===== config.mk =====
export PLATFORM = sky130hd
export DESIGN_NAME = bslv_top
export DESIGN_NICKNAME = d
export VERILOG_FILES = /design/src/rtl/bslv_pkg.sv /design/src/rtl/bslv_phase_reg.sv /design/src/rtl/bslv_wait_ctrl.sv /design/src/rtl/bslv_store.sv /design/src/rtl/bslv_top.sv
export SDC_FILE = /design/constraint.sdc
export NUM_CORES = 1
export LEC_CHECK = 0
export ABC_AREA = 1
export BUFFER_PORTS_ARGS = -buffer_cell sky130_fd_sc_hd__buf_2
export CAP_MARGIN = 20
export CORE_MARGIN = 2
export CORE_UTILIZATION = 30
export CTS_CLUSTER_DIAMETER = 120
export DETAILED_ROUTE_END_ITERATION = 7
export MAX_ROUTING_LAYER = met4
export PLACE_DENSITY = 0.47
export REMOVE_ABC_BUFFERS = 1
export SKIP_LAST_GASP = 1
export SYNTH_ARGS = -nofsm -noshare
export SYNTH_HDL_FRONTEND = slang
export SYNTH_HIERARCHICAL = 1
export SYNTH_SLANG_ARGS = --single-unit

===== constraint.sdc =====
create_clock -name clk -period 2.25 [get_ports clk]
set_input_delay 0.225 -clock clk [delete_from_list [all_inputs] [get_ports clk]]
set_output_delay 0.225 -clock clk [all_outputs]
set_load 0.005 [all_outputs]

===== src/rtl/bslv_pkg.sv =====
package bslv_pkg;

  localparam int LANES  = 4;
  localparam int DATA_W = 8 * LANES;
  localparam int OFF_W  = $clog2(LANES);

  typedef enum logic [1:0] {
    SZ_BYTE = 2'b00,
    SZ_HALF = 2'b01,
    SZ_WORD = 2'b10,
    SZ_WIDE = 2'b11
  } xfer_size_e;

  // Little-endian lane enables from the low address bits and the size.
  function automatic logic [LANES-1:0] lane_enables(input logic [OFF_W-1:0] off,
                                                    input logic [1:0]        sz);
    logic [LANES-1:0] m;
    case (xfer_size_e'(sz))
      SZ_BYTE: m = LANES'(1) << off;
      SZ_HALF: m = LANES'(3) << {off[OFF_W-1:1], 1'b0};
      default: m = '1;
    endcase
    return m;
  endfunction

  // Replace the enabled lanes of an old word with those of a new one.
  function automatic logic [DATA_W-1:0] lane_merge(input logic [DATA_W-1:0] old_w,
                                                   input logic [DATA_W-1:0] new_w,
                                                   input logic [LANES-1:0]  en);
    logic [DATA_W-1:0] r;
    for (int k = 0; k < LANES; k++) begin
      r[8*k +: 8] = en[k] ? new_w[8*k +: 8] : old_w[8*k +: 8];
    end
    return r;
  endfunction

endpackage


===== src/rtl/bslv_phase_reg.sv =====
module bslv_phase_reg #(
  parameter int ADDR_W = 8
) (
  input  logic              clk,
  input  logic              rst_n,
  input  logic              sel,
  input  logic              xfer_req,
  input  logic [ADDR_W-1:0] addr,
  input  logic              write,
  input  logic [1:0]        size,
  input  logic              ready_in,
  output logic              accept,
  output logic              ph_valid,
  output logic [ADDR_W-1:0] ph_addr,
  output logic              ph_write,
  output logic [1:0]        ph_size
);

  assign accept = ready_in && sel && xfer_req;

  always_ff @(posedge clk or negedge rst_n) begin
    if (!rst_n) begin
      ph_valid <= 1'b0;
      ph_addr  <= '0;
      ph_write <= 1'b0;
      ph_size  <= 2'b00;
    end else if (ready_in) begin
      ph_valid <= sel && xfer_req;
      if (sel && xfer_req) begin
        ph_addr  <= addr;
        ph_write <= write;
        ph_size  <= size;
      end
    end
  end

  // nothing is sampled while the bus is stalled
  a_r2_hold_on_stall: assert property (@(posedge clk) disable iff (!rst_n)
    !ready_in |=> $stable(ph_addr) && $stable(ph_write) && $stable(ph_valid));

endmodule


===== src/rtl/bslv_wait_ctrl.sv =====
module bslv_wait_ctrl #(
  parameter int WAITS = 2
) (
  input  logic clk,
  input  logic rst_n,
  input  logic ready_in,
  input  logic ph_valid,
  input  logic ph_err,
  output logic ready_out,
  output logic resp_err,
  output logic complete
);

  localparam int CW = $clog2(WAITS + 2);

  logic [CW-1:0] cnt;
  logic          wait_done;
  logic          err_done;

  assign wait_done = (cnt == CW'(WAITS));
  assign err_done  = (cnt == CW'(1));

  always_comb begin
    if (!ph_valid)   ready_out = 1'b1;
    else if (ph_err) ready_out = err_done;
    else             ready_out = wait_done;
  end

  assign resp_err = ph_valid && ph_err;
  assign complete = ph_valid && ready_out;

  always_ff @(posedge clk or negedge rst_n) begin
    if (!rst_n)                     cnt <= '0;
    else if (ready_in)              cnt <= '0;
    else if (ph_valid && !ready_out) cnt <= cnt + CW'(1);
  end

  // the stall counter never runs past the configured wait count
  a_r3_wait_bound: assert property (@(posedge clk) disable iff (!rst_n)
    32'(cnt) <= ((WAITS > 1) ? WAITS : 1));

  // an error response is low-ready once, then high-ready
  a_r6_err_second: assert property (@(posedge clk) disable iff (!rst_n)
    (resp_err && !ready_out) |=> (resp_err && ready_out));

endmodule


===== src/rtl/bslv_store.sv =====
module bslv_store #(
  parameter int DEPTH = 16
) (
  input  logic                        clk,
  input  logic                        rst_n,
  input  logic                        we,
  input  logic [$clog2(DEPTH)-1:0]    idx,
  input  logic [bslv_pkg::LANES-1:0]  lanes,
  input  logic [bslv_pkg::DATA_W-1:0] wdata,
  output logic [bslv_pkg::DATA_W-1:0] rdata
);

  localparam int DW = bslv_pkg::DATA_W;

  logic [DW-1:0] words [DEPTH];

  for (genvar g = 0; g < DEPTH; g++) begin : g_word
    always_ff @(posedge clk or negedge rst_n) begin
      if (!rst_n)
        words[g] <= '0;
      else if (we && (idx == $clog2(DEPTH)'(g)))
        words[g] <= bslv_pkg::lane_merge(words[g], wdata, lanes);
    end
  end

  assign rdata = words[idx];

endmodule


===== src/rtl/bslv_top.sv =====
module bslv_top #(
  parameter int WAITS  = 2,
  parameter int DEPTH  = 16,
  parameter int ADDR_W = 8
) (
  input  logic                        clk,
  input  logic                        rst_n,
  input  logic                        sel,
  input  logic                        xfer_req,
  input  logic [ADDR_W-1:0]           addr,
  input  logic                        write,
  input  logic [1:0]                  size,
  input  logic [bslv_pkg::DATA_W-1:0] wdata,
  input  logic                        ready_in,
  output logic [bslv_pkg::DATA_W-1:0] rdata,
  output logic                        ready_out,
  output logic                        resp_err
);

  localparam int LANES = bslv_pkg::LANES;
  localparam int OFF_W = bslv_pkg::OFF_W;
  localparam int IDXW  = $clog2(DEPTH);
  localparam int RANGE = DEPTH * LANES;

  function automatic logic in_range(input logic [ADDR_W-1:0] a);
    return 32'(a) < 32'(RANGE);
  endfunction

  logic              accept;
  logic              ph_valid;
  logic [ADDR_W-1:0] ph_addr;
  logic              ph_write;
  logic [1:0]        ph_size;
  logic              ph_inside;
  logic              ph_err;
  logic              complete;
  logic              mem_we;
  logic [LANES-1:0]  lanes;
  logic [IDXW-1:0]   widx;
  logic [bslv_pkg::DATA_W-1:0] mem_rd;

  bslv_phase_reg #(.ADDR_W(ADDR_W)) u_phase (
    .clk(clk), .rst_n(rst_n), .sel(sel), .xfer_req(xfer_req), .addr(addr),
    .write(write), .size(size), .ready_in(ready_in), .accept(accept),
    .ph_valid(ph_valid), .ph_addr(ph_addr), .ph_write(ph_write), .ph_size(ph_size)
  );

  assign ph_inside = in_range(ph_addr);
  assign ph_err    = ph_write && !ph_inside;

  bslv_wait_ctrl #(.WAITS(WAITS)) u_wait (
    .clk(clk), .rst_n(rst_n), .ready_in(ready_in), .ph_valid(ph_valid),
    .ph_err(ph_err), .ready_out(ready_out), .resp_err(resp_err), .complete(complete)
  );

  assign lanes  = bslv_pkg::lane_enables(ph_addr[OFF_W-1:0], ph_size);
  assign widx   = ph_addr[OFF_W +: IDXW];
  assign mem_we = complete && ph_write && ph_inside;

  bslv_store #(.DEPTH(DEPTH)) u_store (
    .clk(clk), .rst_n(rst_n), .we(mem_we), .idx(widx), .lanes(lanes),
    .wdata(wdata), .rdata(mem_rd)
  );

  assign rdata = (ph_valid && !ph_write && ph_inside) ? mem_rd : '0;

  // an edge with bus ready and no request leaves the slave idle and OKAY
  a_r1_idle_okay: assert property (@(posedge clk) disable iff (!rst_n)
    (ready_in && !(sel && xfer_req)) |=> (ready_out && !resp_err));

  // an out-of-range write opens with a low-ready ERROR cycle
  a_r6_err_first: assert property (@(posedge clk) disable iff (!rst_n)
    (accept && write && !in_range(addr)) |=> (!ready_out && resp_err));

  // an in-range access opens with a wait when waits are configured
  a_r3_first_wait: assert property (@(posedge clk) disable iff (!rst_n)
    (accept && in_range(addr) && (WAITS > 0)) |=> (!ready_out && !resp_err));

  // zero waits give an immediate in-range completion
  a_r8_zero_wait: assert property (@(posedge clk) disable iff (!rst_n)
    (accept && in_range(addr) && (WAITS == 0)) |=> ready_out);

  // a byte transfer enables exactly one lane
  a_r5_byte_lane: assert property (@(posedge clk) disable iff (!rst_n)
    (mem_we && ph_size == 2'b00) |-> $countones(lanes) == 1);

endmodule


==> results of run 1 <==
[routing by layer]
layer,wire [microns],share of wire (%),up-vias
met4,1210,1.5,0
li1,-,-,11090
met3,3342,4.0,82
met5,0,0,-
met2,37430,45,373
met1,40830,49,10530
[area by class of cell]
cell class	count	share of cell area (%)
sequential	526	41.17
multi-input combinational	2581	33.65
timing repair buffer	316	12.73
clock buffer	89	5.733
tap	1080	4.223
inverter	147	1.787
clock inverter	22	0.7078
[worst min-delay path by stage]
| stage | startpoint | end | slack, ns | cells past startpoint |
|---|---|---|---|---|
| after floorplan | rst_n | u_phase/ph_addr[0]$_DFFE_PN0P_ | -0.07 | 0 |
| after global placement | rst_n | u_store/words[18]$_DFFE_PN0P_ | 0.19 | 1 |
| after detailed placement | rst_n | u_store/words[18]$_DFFE_PN0P_ | 0.20 | 1 |
| after CTS | ready_in | u_phase/ph_valid$_DFFE_PN0P_ | 0.007 | 2 |
| after global routing | sel | u_phase/ph_addr[6]$_DFFE_PN0P_ | 0.06 | 3 |
| final | ready_in | u_phase/ph_valid$_DFFE_PN0P_ | 0.05 | 2 |
[timing repair]
action,4_1_cts,5_1_grt
hold buffers,22,0
gates cloned,19,10
gates resized for setup,66,87
hold endpoints to repair,307,0
endpoints found under the setup margin,526,545
setup buffers,21,7
pin swaps,7,44
[registers in the layout, indices dropped and copies added (netlist names)]
| register | cells |
|---|---|
| u_phase/ph_addr | 8 |
| u_phase/ph_size | 2 |
| u_phase/ph_valid | 1 |
| u_phase/ph_write | 1 |
| u_store/words | 512 |
| u_wait/cnt | 2 |
[cells in the final DEF, fill, tap and decap left out, drive strengths merged]
| cell type | n |
|---|---|
| nand2 | 1973 |
| clkbuf | 99 |
| nand4 | 13 |
| nand3 | 25 |
| inv | 148 |
| buf | 282 |
| dfrtp | 526 |
| dlygate4sd3 | 22 |
| o21ai | 517 |
| clkinvlp | 2 |
| nor2 | 51 |
| and3 | 1 |
| clkinv | 15 |
| nor3 | 1 |
| bufinv | 4 |
| bufbuf | 2 |
[stage by stage]
stage | power, mW | std cells | TNS [ns] | setup WS [ns] | cell area, sq um
after floorplan | 13.62 | 3254 | -3410.97 | -8.924 | 24230
after global placement | 15.28 | 4576 | -18.65 | -0.1738 | 28310
after detailed placement | 15.28 | 4576 | -34.53 | -0.2270 | 28310
after CTS | 26.40 | 4748 | -17.12 | -0.4871 | 31550
after global routing | 27.86 | 4761 | -114.39 | -0.6170 | 32000
final | 26.35 | 4761 | -34.54 | -0.4577 | 32000
[power groups by stage]
stage	sequential, mW	clock (mW)	combinational [mW]
final	10.0	10.2	6.10
after global routing	10.1	10.9	6.89
after CTS	10.0	10.5	5.88
after detailed placement	10.2	0	5.09
after global placement	10.2	0	5.10
after floorplan	10.3	0	3.29
==> metrics.cfg, run 1 <==
[timing]
rsz0062_at_grt=true
finalClockSkew_ns=0.01672
whs_ns=0.05076
fmax_mhz=369.3
relSlewSlack_pct=52.91
setup_ws_ns=-0.4577
slew_violations=0
worst_pin_slew_ns=0.7056
layout_min_cycle_time_ns=2.708
layout_worst_path_cycle_share_pct=120.3
hold_viol=0
setup_viol=235

[drt]
wl_microns=82810
ant_nets=0
num_vias=22070
wl_per_cell_microns=17.39
via_per_inst=4.635
drc_errors=0
drtIter0Drc=1717
dr.pass1.iters=5

[grt]
met2_usage_pct=30.89
met3_usage_pct=2.602
grt_util_met1_pct=28.03
grt_pass1_vias=21450
antenna_found_initial=0
grt_max_degree=83
grt_pass1_wl_microns=129800
busiest_layer=met2
track_usage_pct=19.89
overflow=0

[run]
cap_violations=0

[placed_design]
dpl.hpwl_microns=48400
io_buffer_count=81
place.gp.congestion=0.7650

[floorplanning]
die_h_microns=293.1
fp.dieW_microns=293.1
placementRows=106
initial_core_util_pct=30.14
core_sq_um=83160
design.die.area_sq_um=85880
ios=82

[setup_path]
cp-end-kind=output pin
cp.required_ns=2.03
crit_type=reg2out
cpPeakStageDelay_ns=0.55
path_cells=buf_8, buf_16, buf_16, buf_12, nand2_1, nand2_1, nand2_1, nand2_1, nand2_1, nand2_1, inv_1, nand2_2, inv_1, nor2_2, buf_2
startpoint=u_phase/ph_addr[2]$_DFFE_PN0P_
cp-endpoint=rdata[5]
cp_common_cell=nand2_1
cp.depth=15
rrSetupSlack_ns=-0.21
r2r_end=u_store/words[68]$_DFFE_PN0P_
path_max_fanout=7
critical_path_buf_inv_count=7
cpLargestDelayFamily=buffers and inverters
worst_ep_arrival_time_ns=2.48
reg2reg_from=u_phase/ph_addr[2]$_DFFE_PN0P_
cp_slowest_cell=dfrtp_4
cp-start-kind=flip-flop
reg2regPathDepth=13

[synthesis]
syn_inst=3464
syn_area_per_cell_sq_um=7.236
ys_warn_count=6
netlist_area_sq_um=25070

[power_and_ir_drop]
p_sw_share_pct=31.05
p_clk_share_pct=38.7
intPower_mw=18.17
ir_drop_uv=580.9
switchingPower_mw=8.181
seq_power_share_pct=38.1
leakagePower_nw=17.50
powerDensity_nw_per_um2=823.5
p_comb_share_pct=23.2

[clock_tree]
htree_levels=2
clockRootBuffer=clkbuf_16
cts-buffers-inserted=61
cts.sinks=526
insertion_delay_ns=0.63
cts_tree=done
clockBufferDepth=3
clkSlewWorstSetupHoldPaths_ns=0.06

[min_path]
hp-class=in2reg

[final_layout]
postLayoutCoreUtil_pct=38.48
multi_input_area_sq_um=10770
finalNetCount=3681
antenna_cells=0
syn_to_final_growth_pct=27.65
drive_gt1_share_pct=14.32
fillers=8697
regArea_sq_um=13170

[status]
status=finished, violations left
violations=negative setup slack

No activity file was read; power rests on OpenSTA's default activity.
==> run 2, diff against run 1 <==
Settings changed: CTS_CLUSTER_DIAMETER 120 to 80, SKIP_LAST_GASP 1 to default, SYNTH_HIERARCHICAL 1 to default.
==> run 2 against run 1 <==
  * The flow still finishes with violations (negative setup slack)
  * Core utilization shrank 0.58 points
  * Total power grew 3.6%
  * Worst hold slack is essentially flat
  * Clock power grew 4%
  * First-iteration DRC count grew 48%
  * Global-route usage grew 2.4 points
  * Largest power group unchanged
  * Area after synthesis grew 8.6%
  * Routed wire length grew 30%
  * Sequential share of layout area shrank 2.6 points
  * Sequential cell count is the same
  * Clock-buffer cell count shrank 3
==> metrics.cfg, run 2 <==
[setup_path]
crit_type=reg2out
cp_common_cell=nand2_2
cpPeakStageDelay_ns=0.49  ; -0.06 ns
cp-endpoint=rdata[2]
startpoint=u_phase.ph_addr[2]$_DFFE_PN0P_
reg2reg_from=u_phase.ph_addr[2]$_DFFE_PN0P_
cp.depth=12  ; -3
rrSetupSlack_ns=-0.08  ; +0.13 ns
path_max_fanout=7  ; unchanged
worst_ep_arrival_time_ns=2.43  ; -0.05 ns
cp.required_ns=2.03  ; about the same
cpLargestDelayFamily=buffers and inverters
critical_path_buf_inv_count=4  ; -3
cp_slowest_cell=dfrtp_4
cp-end-kind=output pin
r2r_end=u_store.words[153]$_DFFE_PN0P_
cp-start-kind=flip-flop
reg2regPathDepth=12  ; -1
path_cells=buf_12, clkbuf_16, clkbuf_16, nand2_2, nand2_1, nand2_1, nand2_2, nand2_2, nand2_2, nor2_4, nor2_1, buf_2

[floorplanning]
initial_core_util_pct=30.25  ; +0.11 points
fp.dieW_microns=305.3  ; +4.2%
design.die.area_sq_um=93190  ; +8.5%
die_h_microns=305.3  ; +4.2%
ios=82  ; unchanged
core_sq_um=90010  ; +8.2%
placementRows=110  ; +3.8%

[status]
violations=negative setup slack
status=finished, violations left

[clock_tree]
clockRootBuffer=clkbuf_16
htree_levels=2  ; unchanged
cts.sinks=526  ; unchanged
clkSlewWorstSetupHoldPaths_ns=0.06  ; about the same
insertion_delay_ns=0.65  ; +0.02 ns
cts-buffers-inserted=59  ; -3.3%
clockBufferDepth=3  ; unchanged
cts_tree=done

[drt]
dr.pass1.iters=5  ; unchanged
drc_errors=0  ; unchanged
drtIter0Drc=2548  ; +48%
ant_nets=0  ; unchanged
via_per_inst=4.905  ; +5.8%
wl_microns=107300  ; +30%
num_vias=26010  ; +18%
wl_per_cell_microns=20.24  ; +16%

[power_and_ir_drop]
p_comb_share_pct=25.3  ; +2.1 points
intPower_mw=18.35  ; +0.98%
finalPower_mw=27.31  ; +3.6%
ir_drop_uv=507.6  ; -13%
leakagePower_nw=16.95  ; -3.2%
p_clk_share_pct=38.7  ; about the same
powerDensity_nw_per_um2=800.4  ; -2.8%
p_sw_share_pct=32.81  ; +1.8 points
switchingPower_mw=8.959  ; +9.5%
seq_power_share_pct=35.9  ; -2.2 points

[grt]
antenna_found_initial=1  ; +1
grt_pass1_vias=24830  ; +16%
track_usage_pct=22.32  ; +2.4 points
overflow=0  ; unchanged
grt_pass1_wl_microns=157200  ; +21%
grt_max_degree=68  ; -18%

[synthesis]
synth_compound_area_share_pct=0.3492
synth_top_area_share_pct=48.34
synth_mux_area_share_pct=0.04136
synth.most_common_cell=nand2_1
synth-xor-area-share_pct=0
synth_cell_types=20
yosysTopAreaCell=dfrtp_1
netlist_area_sq_um=27230  ; +8.6%
ys_seq_elements=526
ys_warn_count=0  ; -6
syn_area_per_cell_sq_um=6.890  ; -4.8%
synth-simple-area-share_pct=45.82
synth_top_family_by_area=simple AND/OR/NAND/NOR gates
syn_inst=3952  ; +14%
ys_top_cells_by_area=dfrtp_1 48%, nand2_1 33%, nand3_1 9.5%, clkbuf_1 1.9%, buf_2 1.7%
synth_common_cells=2,387 x nand2_1, 526 x dfrtp_1, 516 x nand3_1, 139 x clkbuf_1, 101 x nor2_1
synth_edf_count=0
yosysSeqAreaShare_pct=48.34
synth_ff_type=dfrtp_1
async_flop_share_pct=100.0
synth_fa_ha_area_share_pct=0

[timing]
rsz0062_at_grt=true
hold_viol=0  ; unchanged
slew_violations=0  ; unchanged
fmax_mhz=377.2  ; +2.1%
relSlewSlack_pct=30.57  ; -22 points
worst_pin_slew_ns=1.037  ; +0.3319 ns
tns_ns=-12.60  ; +21.94 ns
layout_min_cycle_time_ns=2.651  ; -0.05680 ns
setup_ws_ns=-0.4009  ; +0.05680 ns
setup_viol=64  ; -73%
finalClockSkew_ns=0.03430  ; +0.01758 ns
layout_worst_path_cycle_share_pct=117.8  ; -2.5 points

[final_layout]
postLayoutCoreUtil_pct=37.90  ; -0.58 points
regMostFlops=u_store.words
drive_gt1_share_pct=15.56  ; +1.2 points
final_common_cell=nand2_1
fin_cells=5302  ; +11%
finalNetCount=4124  ; +12%
syn_to_final_growth_pct=25.30
antenna_cells=0  ; unchanged
fillers=9567  ; +10%
reg_top3=u_store.words x512, u_phase.ph_addr x8
largest_reg_flops=512  ; unchanged
mostFrequentLayoutCells=2,259 x nand2_1, 524 x dfrtp_1, 513 x nand3_1

[min_path]
hold_start=wdata[20]
hp-class=in2reg

[placed_design]
place.gp.congestion=0.8252  ; +7.9%
pre_cts_slack_ns=0.08472  ; +0.3117 ns
post-place-cells=5120  ; +12%
io_buffer_count=81  ; unchanged
dpl.hpwl_microns=61720  ; +28%

[run]
cap_violations=0  ; unchanged

## run 2: kinds of logic (layout without fill, tap and decap cells)
kind of cell / after synthesis / in the layout
muxes: 1 / 1
AOI/OAI and AO/OA: 16 / 16
DFF: 526 / 526
buffers and inverters: 325 / 499
and+or+nand+nor: 3084 / 3084
## run 2: worst min-delay path by stage
stage | depth (start not counted) | end
after global routing | 3 | u_store.words[460]$_DFFE_PN0P_
after detailed placement | 1 | u_store.words[66]$_DFFE_PN0P_
after global placement | 1 | u_store.words[66]$_DFFE_PN0P_
after floorplan | 0 | u_phase.ph_addr[0]$_DFFE_PN0P_
after CTS | 3 | u_store.words[76]$_DFFE_PN0P_
final | 3 | u_store.words[20]$_DFFE_PN0P_
## run 2: cell type report
cell class | count | area, sq um | area share [%]
Sequential cell | 526 | 13170 | 38.60
Multi-Input combinational cell | 3101 | 13180 | 38.63
Timing Repair inverter | 4 | 51.30 | 0.1504
Timing Repair Buffer | 348 | 3968 | 11.63
Clock inverter | 25 | 315.3 | 0.9242
Clock buffer | 86 | 1799 | 5.274
Tap cell | 1176 | 1471 | 4.313
Inverter | 36 | 163.9 | 0.4804
## run 2: worst reg2reg max path, cell delays in order (launching register included)
cell     delay [ns]
dfrtp_4        0.43
buf_12         0.21
buf_12         0.19
buf_16         0.16
buf_4          0.14
nand2_2        0.09
nor2_1         0.18
buf_4          0.19
inv_1          0.08
nor2_4         0.12
buf_12         0.25
nand3_1        0.13
nand2_1        0.09
## run 2: through the flow
stage / instance area (sq um) / hold WS [ns]
6_report: 34120 / 0.05087
5_1_grt: 34120 / 0.04554
4_1_cts: 32760 / 0.009456
3_5_place_dp: 30050 / 0.1661
3_3_place_gp: 30050 / 0.1587
2_1_floorplan: 25880 / -0.07059
## run 2: routing by layer
metal	track usage [%]	vias to the layer above	wire length, microns
met4	6.851	0	3191
li1	-	12590	-
met3	3.057	150	5279
met2	34.63	683	49450
met1	30.30	12580	49420
met5	-	-	0
## run 2: power groups by stage
stage,logic [mW],registers [mW],clock network (mW)
floorplan,3.23,10.1,0
global placement,5.64,9.98,0
detailed placement,5.61,9.98,0
CTS,6.02,9.82,10.8
global route,7.56,9.83,11.2
finish,6.91,9.82,10.6
## run 2: what timing repair did
item,4_1_cts,5_1_grt
pin swaps,7,69
resized for setup,76,171
setup endpoints to repair,33,92
endpoints found under the hold margin,336,0
cloned,6,32
setup buffers,8,12
hold buffers,13,0
